File: src/rtl/gpio_irq_pkg.sv
package gpio_irq_pkg;

  // Decoded per-pin trigger selection.
  typedef struct packed {
    logic both;     // detect on either edge
    logic edge_md;  // 1 = edge mode, 0 = level mode
    logic pol;      // 1 = high / rising, 0 = low / falling
  } trig_t;

  // Per-pin detected condition for one cycle.
  function automatic logic pin_event(input trig_t t, input logic lvl,
                                     input logic rise, input logic fall);
    logic hit;
    if (!t.edge_md)
      hit = (lvl == t.pol);
    else if (t.both)
      hit = rise | fall;
    else if (t.pol)
      hit = rise;
    else
      hit = fall;
    return hit;
  endfunction

  // Status update: a fresh event always survives a clear.
  function automatic logic status_step(input logic evt, input logic cur,
                                       input logic clr);
    return evt | (cur & ~clr);
  endfunction

endpackage

File: src/rtl/gpio_irq_edge.sv
module gpio_irq_edge #(
  parameter int WIDTH = 8
) (
  input  logic             clk,
  input  logic             rst_n,
  input  logic [WIDTH-1:0] lvl_i,
  output logic [WIDTH-1:0] rise_o,
  output logic [WIDTH-1:0] fall_o
);

  logic [WIDTH-1:0] prev_q;
  logic             primed_q;

  always_ff @(posedge clk) begin
    if (!rst_n) begin
      prev_q   <= '0;
      primed_q <= 1'b0;
    end else begin
      prev_q   <= lvl_i;
      primed_q <= 1'b1;
    end
  end

  assign rise_o = primed_q ? (lvl_i & ~prev_q) : '0;
  assign fall_o = primed_q ? (~lvl_i & prev_q) : '0;

  AST_RISE_FROM_LOW: assert property (@(posedge clk) disable iff (!rst_n)
    (rise_o & ~(lvl_i & ~$past(lvl_i))) == '0);

  AST_FALL_FROM_HIGH: assert property (@(posedge clk) disable iff (!rst_n)
    (fall_o & ~(~lvl_i & $past(lvl_i))) == '0);

  AST_ONE_DIRECTION: assert property (@(posedge clk) disable iff (!rst_n)
    (rise_o & fall_o) == '0);

endmodule

File: src/rtl/gpio_irq_port.sv
module gpio_irq_port
  import gpio_irq_pkg::*;
#(
  parameter int WIDTH = 8,
  localparam int CFG_W = 3 * WIDTH
) (
  input  logic             clk,
  input  logic             rst_n,
  input  logic [WIDTH-1:0] lvl_i,
  input  logic [CFG_W-1:0] cfg_i,
  input  logic [WIDTH-1:0] en_i,
  input  logic             clr_wr_i,
  input  logic [WIDTH-1:0] clr_mask_i,
  output logic [WIDTH-1:0] status_o,
  output logic             pend_o
);

  logic [WIDTH-1:0] rise_w;
  logic [WIDTH-1:0] fall_w;
  logic [WIDTH-1:0] evt_w;
  logic [WIDTH-1:0] clr_w;
  logic [WIDTH-1:0] status_q;

  gpio_irq_edge #(.WIDTH(WIDTH)) u_edge (
    .clk    (clk),
    .rst_n  (rst_n),
    .lvl_i  (lvl_i),
    .rise_o (rise_w),
    .fall_o (fall_w)
  );

  assign clr_w = clr_mask_i & {WIDTH{clr_wr_i}};

  for (genvar n = 0; n < WIDTH; n++) begin : g_pin
    trig_t trig_w;
    assign trig_w.pol     = cfg_i[n];
    assign trig_w.edge_md = cfg_i[n + WIDTH];
    assign trig_w.both    = cfg_i[n + 2 * WIDTH];
    assign evt_w[n] = pin_event(trig_w, lvl_i[n], rise_w[n], fall_w[n]);

    always_ff @(posedge clk) begin
      if (!rst_n) status_q[n] <= 1'b0;
      else        status_q[n] <= status_step(evt_w[n], status_q[n], clr_w[n]);
    end
  end

  assign status_o = status_q;
  assign pend_o   = |(status_q & en_i);

  AST_CLEAR_DROPS: assert property (@(posedge clk) disable iff (!rst_n)
    1'b1 |=> (status_q & $past(clr_w & ~evt_w)) == '0);

  AST_EVENT_WINS: assert property (@(posedge clk) disable iff (!rst_n)
    1'b1 |=> (status_q & $past(evt_w)) == $past(evt_w));

  AST_STATUS_HOLDS: assert property (@(posedge clk) disable iff (!rst_n)
    1'b1 |=> ($past(status_q) & ~$past(clr_w) & ~status_q) == '0);

  AST_NO_SPURIOUS: assert property (@(posedge clk) disable iff (!rst_n)
    1'b1 |=> (status_q & ~$past(status_q) & ~$past(evt_w)) == '0);

endmodule

File: src/rtl/gpio_irq_bank.sv
module gpio_irq_bank #(
  parameter int NUM_PORTS = 4,
  parameter int PORT_W    = 8,
  localparam int PINS     = NUM_PORTS * PORT_W,
  localparam int CFG_W    = 3 * PORT_W
) (
  input  logic                       clk,
  input  logic                       rst_n,
  input  logic [PINS-1:0]            pin_lvl,
  input  logic [NUM_PORTS*CFG_W-1:0] trig_cfg,
  input  logic [PINS-1:0]            irq_en,
  input  logic [NUM_PORTS-1:0]       clr_wr,
  input  logic [PINS-1:0]            clr_mask,
  output logic [PINS-1:0]            int_status,
  output logic                       bank_irq
);

  logic [NUM_PORTS-1:0] port_pend;

  for (genvar p = 0; p < NUM_PORTS; p++) begin : g_port
    gpio_irq_port #(.WIDTH(PORT_W)) u_port (
      .clk        (clk),
      .rst_n      (rst_n),
      .lvl_i      (pin_lvl[p*PORT_W +: PORT_W]),
      .cfg_i      (trig_cfg[p*CFG_W +: CFG_W]),
      .en_i       (irq_en[p*PORT_W +: PORT_W]),
      .clr_wr_i   (clr_wr[p]),
      .clr_mask_i (clr_mask[p*PORT_W +: PORT_W]),
      .status_o   (int_status[p*PORT_W +: PORT_W]),
      .pend_o     (port_pend[p])
    );
  end

  assign bank_irq = |port_pend;

  AST_IRQ_MASKED: assert property (@(posedge clk) disable iff (!rst_n)
    (irq_en == '0) |-> !bank_irq);

  AST_IRQ_NEEDS_STATUS: assert property (@(posedge clk) disable iff (!rst_n)
    bank_irq |-> (int_status != '0));

  AST_RESET_CLEAN: assert property (@(posedge clk)
    $past(!rst_n) |-> (int_status == '0));

endmodule

File: config.mk
export PLATFORM = sky130hd
export DESIGN_NAME = gpio_irq_bank
export DESIGN_NICKNAME = d
export VERILOG_FILES = /design/src/rtl/gpio_irq_pkg.sv /design/src/rtl/gpio_irq_edge.sv /design/src/rtl/gpio_irq_port.sv /design/src/rtl/gpio_irq_bank.sv
export SDC_FILE = /design/constraint.sdc
export NUM_CORES = 1
export LEC_CHECK = 0
export ABC_CLOCK_PERIOD_IN_PS = 3130
export BUFFER_PORTS_ARGS = -buffer_cell sky130_fd_sc_hd__clkbuf_2
export CAP_MARGIN = 20
export CORE_UTILIZATION = 30
export DETAILED_ROUTE_END_ITERATION = 7
export GPL_ROUTABILITY_DRIVEN = 1
export SLEW_MARGIN = 20
export SYNTH_ARGS = -nofsm -noshare
export SYNTH_HDL_FRONTEND = slang
export SYNTH_SLANG_ARGS = --single-unit
File: constraint.sdc
create_clock -name clk -period 3.13 [get_ports clk]
set_input_delay 0.1565 -clock clk [delete_from_list [all_inputs] [get_ports clk]]
set_output_delay 0.1565 -clock clk [all_outputs]
set_load 0.1 [all_outputs]
# Yosys cells after proc, flatten, opt, wreduce, memory -nomap -nowiden
# Index checks and enable logic that the tools add are counted.
# word_totals
regBits	65
out_inout_bits	33
wordCells	327
# op_classes
eq_ne	32
mux	105
bitwise_logic	152
reduce_logical	1
# op_table
op	n
bitwise AND 8 bit	16
2-to-1 mux 1 bit	97
2-to-1 mux 8 bit	8
inverter 8 bit	8
bitwise OR 1 bit	64
bitwise AND 1 bit	32
== test 1 bit	32
inverter 1 bit	32
OR reduction 32 bit	1

# Longest topological paths before layout
# Gate-level depths: netlist (run 1).
# depth
depth_word	7
depth_mapped	5
mapped_depth_nobuf	3

# Modules after synthesis
# From an unflattened synthesis (run 1), not the netlist that was laid out.
# hier_totals
hier_cells	489
area_unflattened_um2	4326.6
# modules_own_cells
mod	n_inst	cells_each	area_per_inst_um2	seq_area_each_um2
gpio_irq_port	4	88	690.7	160.2
gpio_irq_edge	4	34	389.1	180.2
gpio_irq_bank	1	1	7.5	0.0

# Worst setup path before layout (run 1)
# OpenSTA, ideal clock, no wires.
# synth_timing
kind	register to output
startpoint	register g_port[3].u_port.status_q[5]
endpoint	output bank_irq
t_arrival_ns	1.995
required_time_ns	2.974
path_slack_ns	0.978
path_stages_with_launch	4
path_buffers	0
cell_sequence	dfxtp_1 -> a22oi_1 -> nand4_1 -> or4_1
# synth_between
elab_chain_cells	2
# synth_rtl
element	line	rtl
from (decl)	gpio_irq_port.sv:22	logic [WIDTH-1:0] status_q;
from (signal, indexed assignment)	gpio_irq_port.sv:43	else status_q[n] <= status_step(evt_w[n], status_q[n], clr_w[n]);
bitwise AND 8 bit	gpio_irq_port.sv:48	assign pend_o = |(status_q & en_i);
OR reduction 32 bit	gpio_irq_bank.sv:34	assign bank_irq = |port_pend;
to (decl)	gpio_irq_bank.sv:15	output logic bank_irq
# No other way between the ends.

# Final worst setup path (run 1)
# layout_timing
startpoint	register g_port[0].u_port.status_q[7]
endpoint	output bank_irq
# layout_between
elab_chain_cells	2
# layout_rtl
element	line
from (decl)	gpio_irq_port.sv:22
from (signal, indexed assignment)	gpio_irq_port.sv:43
bitwise AND 8 bit	gpio_irq_port.sv:48
OR reduction 32 bit	gpio_irq_bank.sv:34
# No other way between the ends.

==> results of run 1 <==
==> how the worst max path moves through the flow <==
stage	startpoint	endpoint
2_1_floorplan	g_port[3].u_port.status_o[5]	bank_irq
6_report	g_port[0].u_port.status_o[7]	bank_irq
3_3_place_gp	g_port[0].u_port.status_o[7]	bank_irq
3_5_place_dp	g_port[0].u_port.status_o[7]	bank_irq
4_1_cts	g_port[0].u_port.status_o[7]	bank_irq
5_1_grt	g_port[0].u_port.status_o[7]	bank_irq
==> power by group through the flow <==
stage	combinational, uW	sequential, uW	clock, uW
finish	807	933	1040
global route	869	942	1110
CTS	814	933	1070
detailed placement	811	951	0
global placement	797	946	0
floorplan	260	1230	0
==> cells by family (layout without fill, tap and decap cells) <==
logic type      after synthesis  count (layout)  synth area share [%]
compound gates              172             172                  35.0
xor+xnor                      2               2                 0.456
buf+inv                      51             281                  5.37
flops                        65              65                  33.8
simple gates                194             194                  25.3
==> stage by stage <==
| step | std cells | hold WS, ns | worst slack (ns) | utilization [%] |
|---|---|---|---|---|
| floorplan | 484 | 0.184 | 0.978 | - |
| global placement | 866 | 0.376 | 1.20 | 41.9 |
| detailed placement | 866 | 0.382 | 1.21 | 41.9 |
| CTS | 882 | 0.0364 | 0.839 | 44.4 |
| global route | 882 | 0.0517 | 0.798 | 44.4 |
| finish | 882 | 0.0514 | 0.944 | 44.4 |
==> metal layers <==
metal	global-route usage [%]	vias up	part of all wire (%)
met3	6.59	25	8.1
li1	-	2232	-
met4	7.97	0	2.4
met2	36.7	162	49
met1	22.7	2059	40
met5	0	-	0
==> area by class of cell <==
type                    count  area [um2]  area share [%]
well taps                 168         210            3.86
clock inverters             2        35.0           0.643
flip-flops and latches     65        1300            23.9
inverters                  33         124            2.27
clock buffers              14         274            5.03
repair buffers            232        1170            21.4
multi-input cells         368        2340            42.9
==> cell usage after synthesis <==
library cell                 n  area share (%)
sky130_fd_sc_hd__nand2_1    66             6.4
sky130_fd_sc_hd__dfxtp_1    65              34
sky130_fd_sc_hd__a21oi_1    60             7.8
sky130_fd_sc_hd__inv_1      32             3.1
sky130_fd_sc_hd__nand2b_1   32             5.2
sky130_fd_sc_hd__and2_1     31             5.0
sky130_fd_sc_hd__a21bo_2    30             7.8
sky130_fd_sc_hd__nand3_1    30             3.9
sky130_fd_sc_hd__nor3_1     30             3.9
sky130_fd_sc_hd__o211ai_1   30             5.9
sky130_fd_sc_hd__o221a_2    29             8.5
sky130_fd_sc_hd__a22oi_1    14             2.7
sky130_fd_sc_hd__buf_2      12             1.6
sky130_fd_sc_hd__clkbuf_1    6            0.59
sky130_fd_sc_hd__nand4_1     4            0.65
sky130_fd_sc_hd__a221oi_1    2            0.46
sky130_fd_sc_hd__a22oi_2     2            0.65
sky130_fd_sc_hd__a211oi_1    1            0.20
sky130_fd_sc_hd__a311o_1     1            0.26
sky130_fd_sc_hd__inv_2       1           0.098
sky130_fd_sc_hd__o21a_1      1            0.20
sky130_fd_sc_hd__o221a_1     1            0.29
sky130_fd_sc_hd__o2bb2ai_1   1            0.23
sky130_fd_sc_hd__or4_1       1            0.20
sky130_fd_sc_hd__xnor2_1     1            0.23
sky130_fd_sc_hd__xor2_1      1            0.23
==> flip-flops by register name, summed over array words and instances (netlist names) <==
| name | count |
|---|---|
| g_port.u_port.status_o | 32 |
| g_port.u_port.u_edge.prev_q | 32 |
| g_port.u_port.u_edge.primed_q | 1 |
==> worst max-delay path, delay by kind of cell, from the launching register on <==
kind	cells	cell delay (ns)
flops	1	0.32
simple gates	2	0.69
compound gates	1	0.29
buf+inv	1	0.40
==> run_results.csv, run 1 <==
group,metric,value,unit
yosys,synth_cell_types,26,
route,totalWireLength,13600,um
power,switching_power,934,uW
yosys,post_synth.cell_area_avg,7.94,um2
cells_and_area,area_delta_synth_final,41.7,%
cells_and_area,num-nets-final,907,
power,power_per_cell_area,511,nW/um2
floorplanning,io_pins,231,
clock_network,tritoncts.num_buffers,9,
clock_network,hold_buffers,0,
global_route,grt_start_max_net_pins,44,
route,detailedRoute.firstPassIterationCount,4,
cells_and_area,final_common_cell,"sky130_fd_sc_hd__clkbuf_2",
sta,final-max-slew-violation-count,0,
global_route,track_usage,20.6,%
min_path,hold_startpoint,"pin_lvl[0]",
critical_path,worst-r2r-setup-slack,1.68,ns
cells_and_area,ant_cells,0,
min_path,min-delay-path-class,"primary input to register",
floorplanning,dieHeight,115,um
route,post-route-drc-count,0,
flow_run,drv.max_cap_violation_count,0,
power,sequential_share_of_power,33.5,%
yosys,ys_seq_area_share,33.8,%
clock_network,cts_htree_levels,3,
status,outcome,"finished, final reports clean",
clock_network,clockBufferDepth,2,
critical_path,worst_r2r_endpoint,"g_port[0].u_port.status_o[0]",
floorplanning,core_region_area,12300,um2
sta,setup_viol,0,
clock_network,cts.reportedPaths.clkPinSlew,0.06,ns
critical_path,crit_arrival,2.03,ns
power,irDropWorstVdd,0.000329,V
yosys,postSynthRegisterBits,65,
placement,io_buffer_count,230,
global_route,grt_overflow,0,
global_route,grt_pass1_vias,4348,
placement,placed_area,5140,um2
critical_path,critical-path-max-stage-delay,0.50,ns
critical_path,timing.setup.critical_path_class,"register to primary output",
power,power.share.combinational,29.0,%
min_path,min_to,"g_port[0].u_port.u_edge.prev_q[0]",
min_path,hold_depth,3,
floorplanning,floorplan.initialDensity,31.4,%
clock_network,cts_tree,"yes",
sta,setup_clock_skew_after_layout,0.00352,ns
sta,max_transition_margin,43.1,%
power,sw_ratio,33.6,%
route,dr.first_iter.drc_count,222,
critical_path,timing.critical_path.fanout_max,3,
critical_path,worst_case_reg_to_reg_path_depth,4,
sta,post-route-min-period,2.19,ns
clock_network,clock_insertion_delay_worst_skew,0.33,ns
sta,layout_worst_path_cycle_share,69.8,%
placement,place_congestion,0.809,
route,routed_wire_length_per_instance,15.4,um
critical_path,worst_path_max_delay_cell,"sky130_fd_sc_hd__or4_1",
power,finalPower,2780,uW
power,p_leak,0.00264,uW
critical_path,worst_ep_required_time,2.97,ns
critical_path,crit_path_start_kind,"register",
floorplanning,dieArea,13300,um2
power,power.clock.fraction,37.5,%
clock_network,numClockSinks,65,
sta,setup_repair_after_global_routing_missed_its_margin,"no",
sta,finalHoldViolations,0,
sta,tightest_slew,0.854,ns
cells_and_area,drive_gt1_share,43.1,%
cells_and_area,filler_instances,1254,
yosys,synth-warning-count,0,
power,cell_internal_pwr,1850,uW
yosys,mappedNetlistNets,682,
floorplanning,fp-row-count,40,
sta,max_freq,458,MHz
cells_and_area,postLayoutCellArea,5450,um2
global_route,grt_antenna_before_repair,0,
yosys,synthesis.instances,484,
placement,hpwlAfterDp,10600,um
clock_network,cts_root_buffer,"sky130_fd_sc_hd__clkbuf_16",
critical_path,worst_r2r_startpoint,"g_port[3].u_port.u_edge.primed_q",
critical_path,critical_path.cell_chain,"a22oi_1, nand4_1, or4_1, clkbuf_2",
yosys,syn-cell-area,3840,um2
floorplanning,fp.dieW,115,um
sta,totalNegativeSetupSlack,0,ns
route,route.antenna.remaining_nets,0,
clock_network,cts_resized,0,
global_route,wire_length_of_the_first_global_routing_pass,20900,um
clock_network,postCtsSetupBuffers,0,
route,detailroute.via_count,4478,
critical_path,end_kind,"primary output",
cells_and_area,commonest_non_fill_non_tap_cells_in_the_layout,"sky130_fd_sc_hd__clkbuf_2, sky130_fd_sc_hd__nand2_1, sky130_fd_sc_hd__dfxtp_1, sky130_fd_sc_hd__a21oi_1",
route,drt-vias-per-instance,5.08,
Power figures use the tool's default switching activity.
==> inputs of run 2 (changes only) <==
ABC_CLOCK_PERIOD_IN_PS = 1900   (was 3130)
clock period = 1.9 ns   (was 3.13 ns; I/O delays follow)
==> run 2 against run 1 <==
Worst setup slack got worse by 0.87 ns. First-iteration DRC count increased by 8.6%. Utilization increased by 1.9 points. Clock skew is 0.0026 ns higher. Power rose by 62%. Clock-buffer cell count decreased by 2. Worst hold slack worse by 0.039 ns. Sequential share of layout area is 0.98 points lower. Non-clock buffer count increased by 19. Combinational power rose by 71%. Critical endpoint unchanged. Largest cell class unchanged. Largest power group unchanged.
==> run_results.csv, run 2 (synthesis results as in run 1) <==
group,metric,value,unit
status,outcome,"finished, final reports clean",
cells_and_area,area_delta_synth_final,47.9,%
placement,hpwlAfterDp,11300,um
sta,setup_clock_skew_after_layout,0.00612,ns
route,detailedRoute.firstPassIterationCount,4,
global_route,track_usage,21.3,%
route,drt-vias-per-instance,5.13,
critical_path,timing.critical_path.fanout_max,3,
critical_path,worst_ep_required_time,1.80,ns
critical_path,end_kind,"primary output",
global_route,wire_length_of_the_first_global_routing_pass,21400,um
global_route,grt_overflow,0,
global_route,grt_pass1_vias,4491,
sta,max_transition_margin,61.8,%
sta,setup_repair_after_global_routing_missed_its_margin,"yes",
cells_and_area,fin_cells,900,
global_route,grt_antenna_before_repair,0,
power,finalPower,4510,uW
route,highest-signal-layer,"met4",
route,totalWireLength,14200,um
clock_network,tritoncts.num_buffers,9,
floorplanning,fp.dieW,115,um
sta,setup_viol,0,
sta,layout_worst_path_cycle_share,96.3,%
power,irDropWorstVdd,0.000472,V
critical_path,crit_path_start_kind,"register",
clock_network,clockBufferDepth,2,
sta,post-route-min-period,1.83,ns
sta,holdWs,0.0119,ns
route,sum_of_met2_wire_segment_lengths_after_detailed_routing,6950,um
route,dr.first_iter.drc_count,241,
floorplanning,dieHeight,115,um
cells_and_area,num-nets-final,926,
cells_and_area,filler_instances,1230,
route,wl_met3,1290,um
clock_network,cts_root_buffer,"sky130_fd_sc_hd__clkbuf_16",
power,power_per_cell_area,794,nW/um2
cells_and_area,final_common_cell,"sky130_fd_sc_hd__clkbuf_2",
sta,finalHoldViolations,0,
route,wl_met1,5670,um
min_path,min-delay-path-class,"primary input to register",
power,p_leak,0.00273,uW
clock_network,cts_htree_levels,3,
route,routed_wire_length_per_instance,15.8,um
cells_and_area,drive_gt1_share,44.3,%
cells_and_area,commonest_non_fill_non_tap_cells_in_the_layout,"sky130_fd_sc_hd__clkbuf_2, sky130_fd_sc_hd__nand2_1, sky130_fd_sc_hd__dfxtp_1, sky130_fd_sc_hd__a21oi_1",
placement,place_congestion,0.855,
placement,place_worst_setup_slack,0.269,ns
global_route,grt_start_max_net_pins,31,
placement,io_buffer_count,230,
sta,max_freq,546,MHz
critical_path,timing.critical_path.from,"g_port[0].u_port.status_o[2]",
critical_path,worst_r2r_startpoint,"g_port[3].u_port.u_edge.primed_q",
floorplanning,dieArea,13300,um2
sta,tightest_slew,0.576,ns
clock_network,cts.reportedPaths.clkPinSlew,0.05,ns
flow_run,drv.max_cap_violation_count,0,
clock_network,numClockSinks,65,
floorplanning,core_region_area,12300,um2
cells_and_area,ant_cells,0,
clock_network,cts_tree,"yes",
critical_path,timing.setup.critical_path_class,"register to primary output",
floorplanning,floorplan.initialDensity,31.4,%
route,detailroute.via_count,4621,
floorplanning,fp-row-count,40,
placement,place.detailed.instances,869,
critical_path,crit_arrival,1.74,ns
min_path,hold_startpoint,"pin_lvl[28]",
route,post-route-drc-count,0,
route,route.antenna.remaining_nets,0,
clock_network,postCtsSetupBuffers,0,
sta,final-max-slew-violation-count,0,
sta,layout_setup_ws,0.0698,ns
clock_network,clock_insertion_delay_worst_skew,0.33,ns
floorplanning,io_pins,231,
-- run 2: worst paths after layout --
path	end	slack [ns]	cells past startpoint
max reg2reg	g_port[0].u_port.status_o[2]	0.44	4
max	bank_irq	0.07	4
min	g_port[3].u_port.u_edge.prev_q[4]	0.01	2
min reg2reg	g_port[0].u_port.status_o[7]	0.63	2
-- run 2: critical path, cell delays in order, from the launching register on --
cell                      delay (ns)
sky130_fd_sc_hd__dfxtp_1        0.33
sky130_fd_sc_hd__a22oi_2        0.19
sky130_fd_sc_hd__nand4_1        0.14
sky130_fd_sc_hd__or4_4          0.57
sky130_fd_sc_hd__buf_12         0.18
-- run 2: cell type report --
cell class                      instances  area [um2]  share of cell area [%]
Multi-Input combinational cell        368        2390                    42.1
Timing Repair Buffer                  251        1380                    24.2
Clock buffer                           12         267                    4.69
Sequential cell                        65        1300                    22.9
Inverter                               33         124                    2.18
Clock inverter                          3        15.0                   0.264
Tap cell                              168         210                    3.70
-- run 2: power breakdown --
part | switching (uW) | total, uW | internal (uW)
Combinational | 891 | 1380 | 489
Sequential | 81.0 | 1550 | 1470
Clock | 606 | 1580 | 975
-- run 2: repair_timing --
| item | 4_1_cts | 5_1_grt |
|---|---|---|
| hold buffers | 16 | 0 |
| setup endpoints to repair | 1 | 1 |
| resized for setup | 4 | 7 |
| pin swaps | 0 | 1 |
| hold endpoints to repair | 16 | 0 |
-- run 2: per-layer routing --
metal | up-vias | GRT usage, %
met5 | - | 0
met4 | 0 | 7.45
met3 | 29 | 7.33
met2 | 219 | 38.0
met1 | 2104 | 23.6
li1 | 2269 | -
-- run 2: per-stage QoR --
stage          setup TNS, ns  util, %  area [um2]
5_1_grt              -0.0197     46.4        5690
6_report                   0     46.4        5690
3_5_place_dp               0     42.3        5190
2_1_floorplan              0        -        3850
3_3_place_gp               0     42.3        5190
4_1_cts                    0     46.1        5650
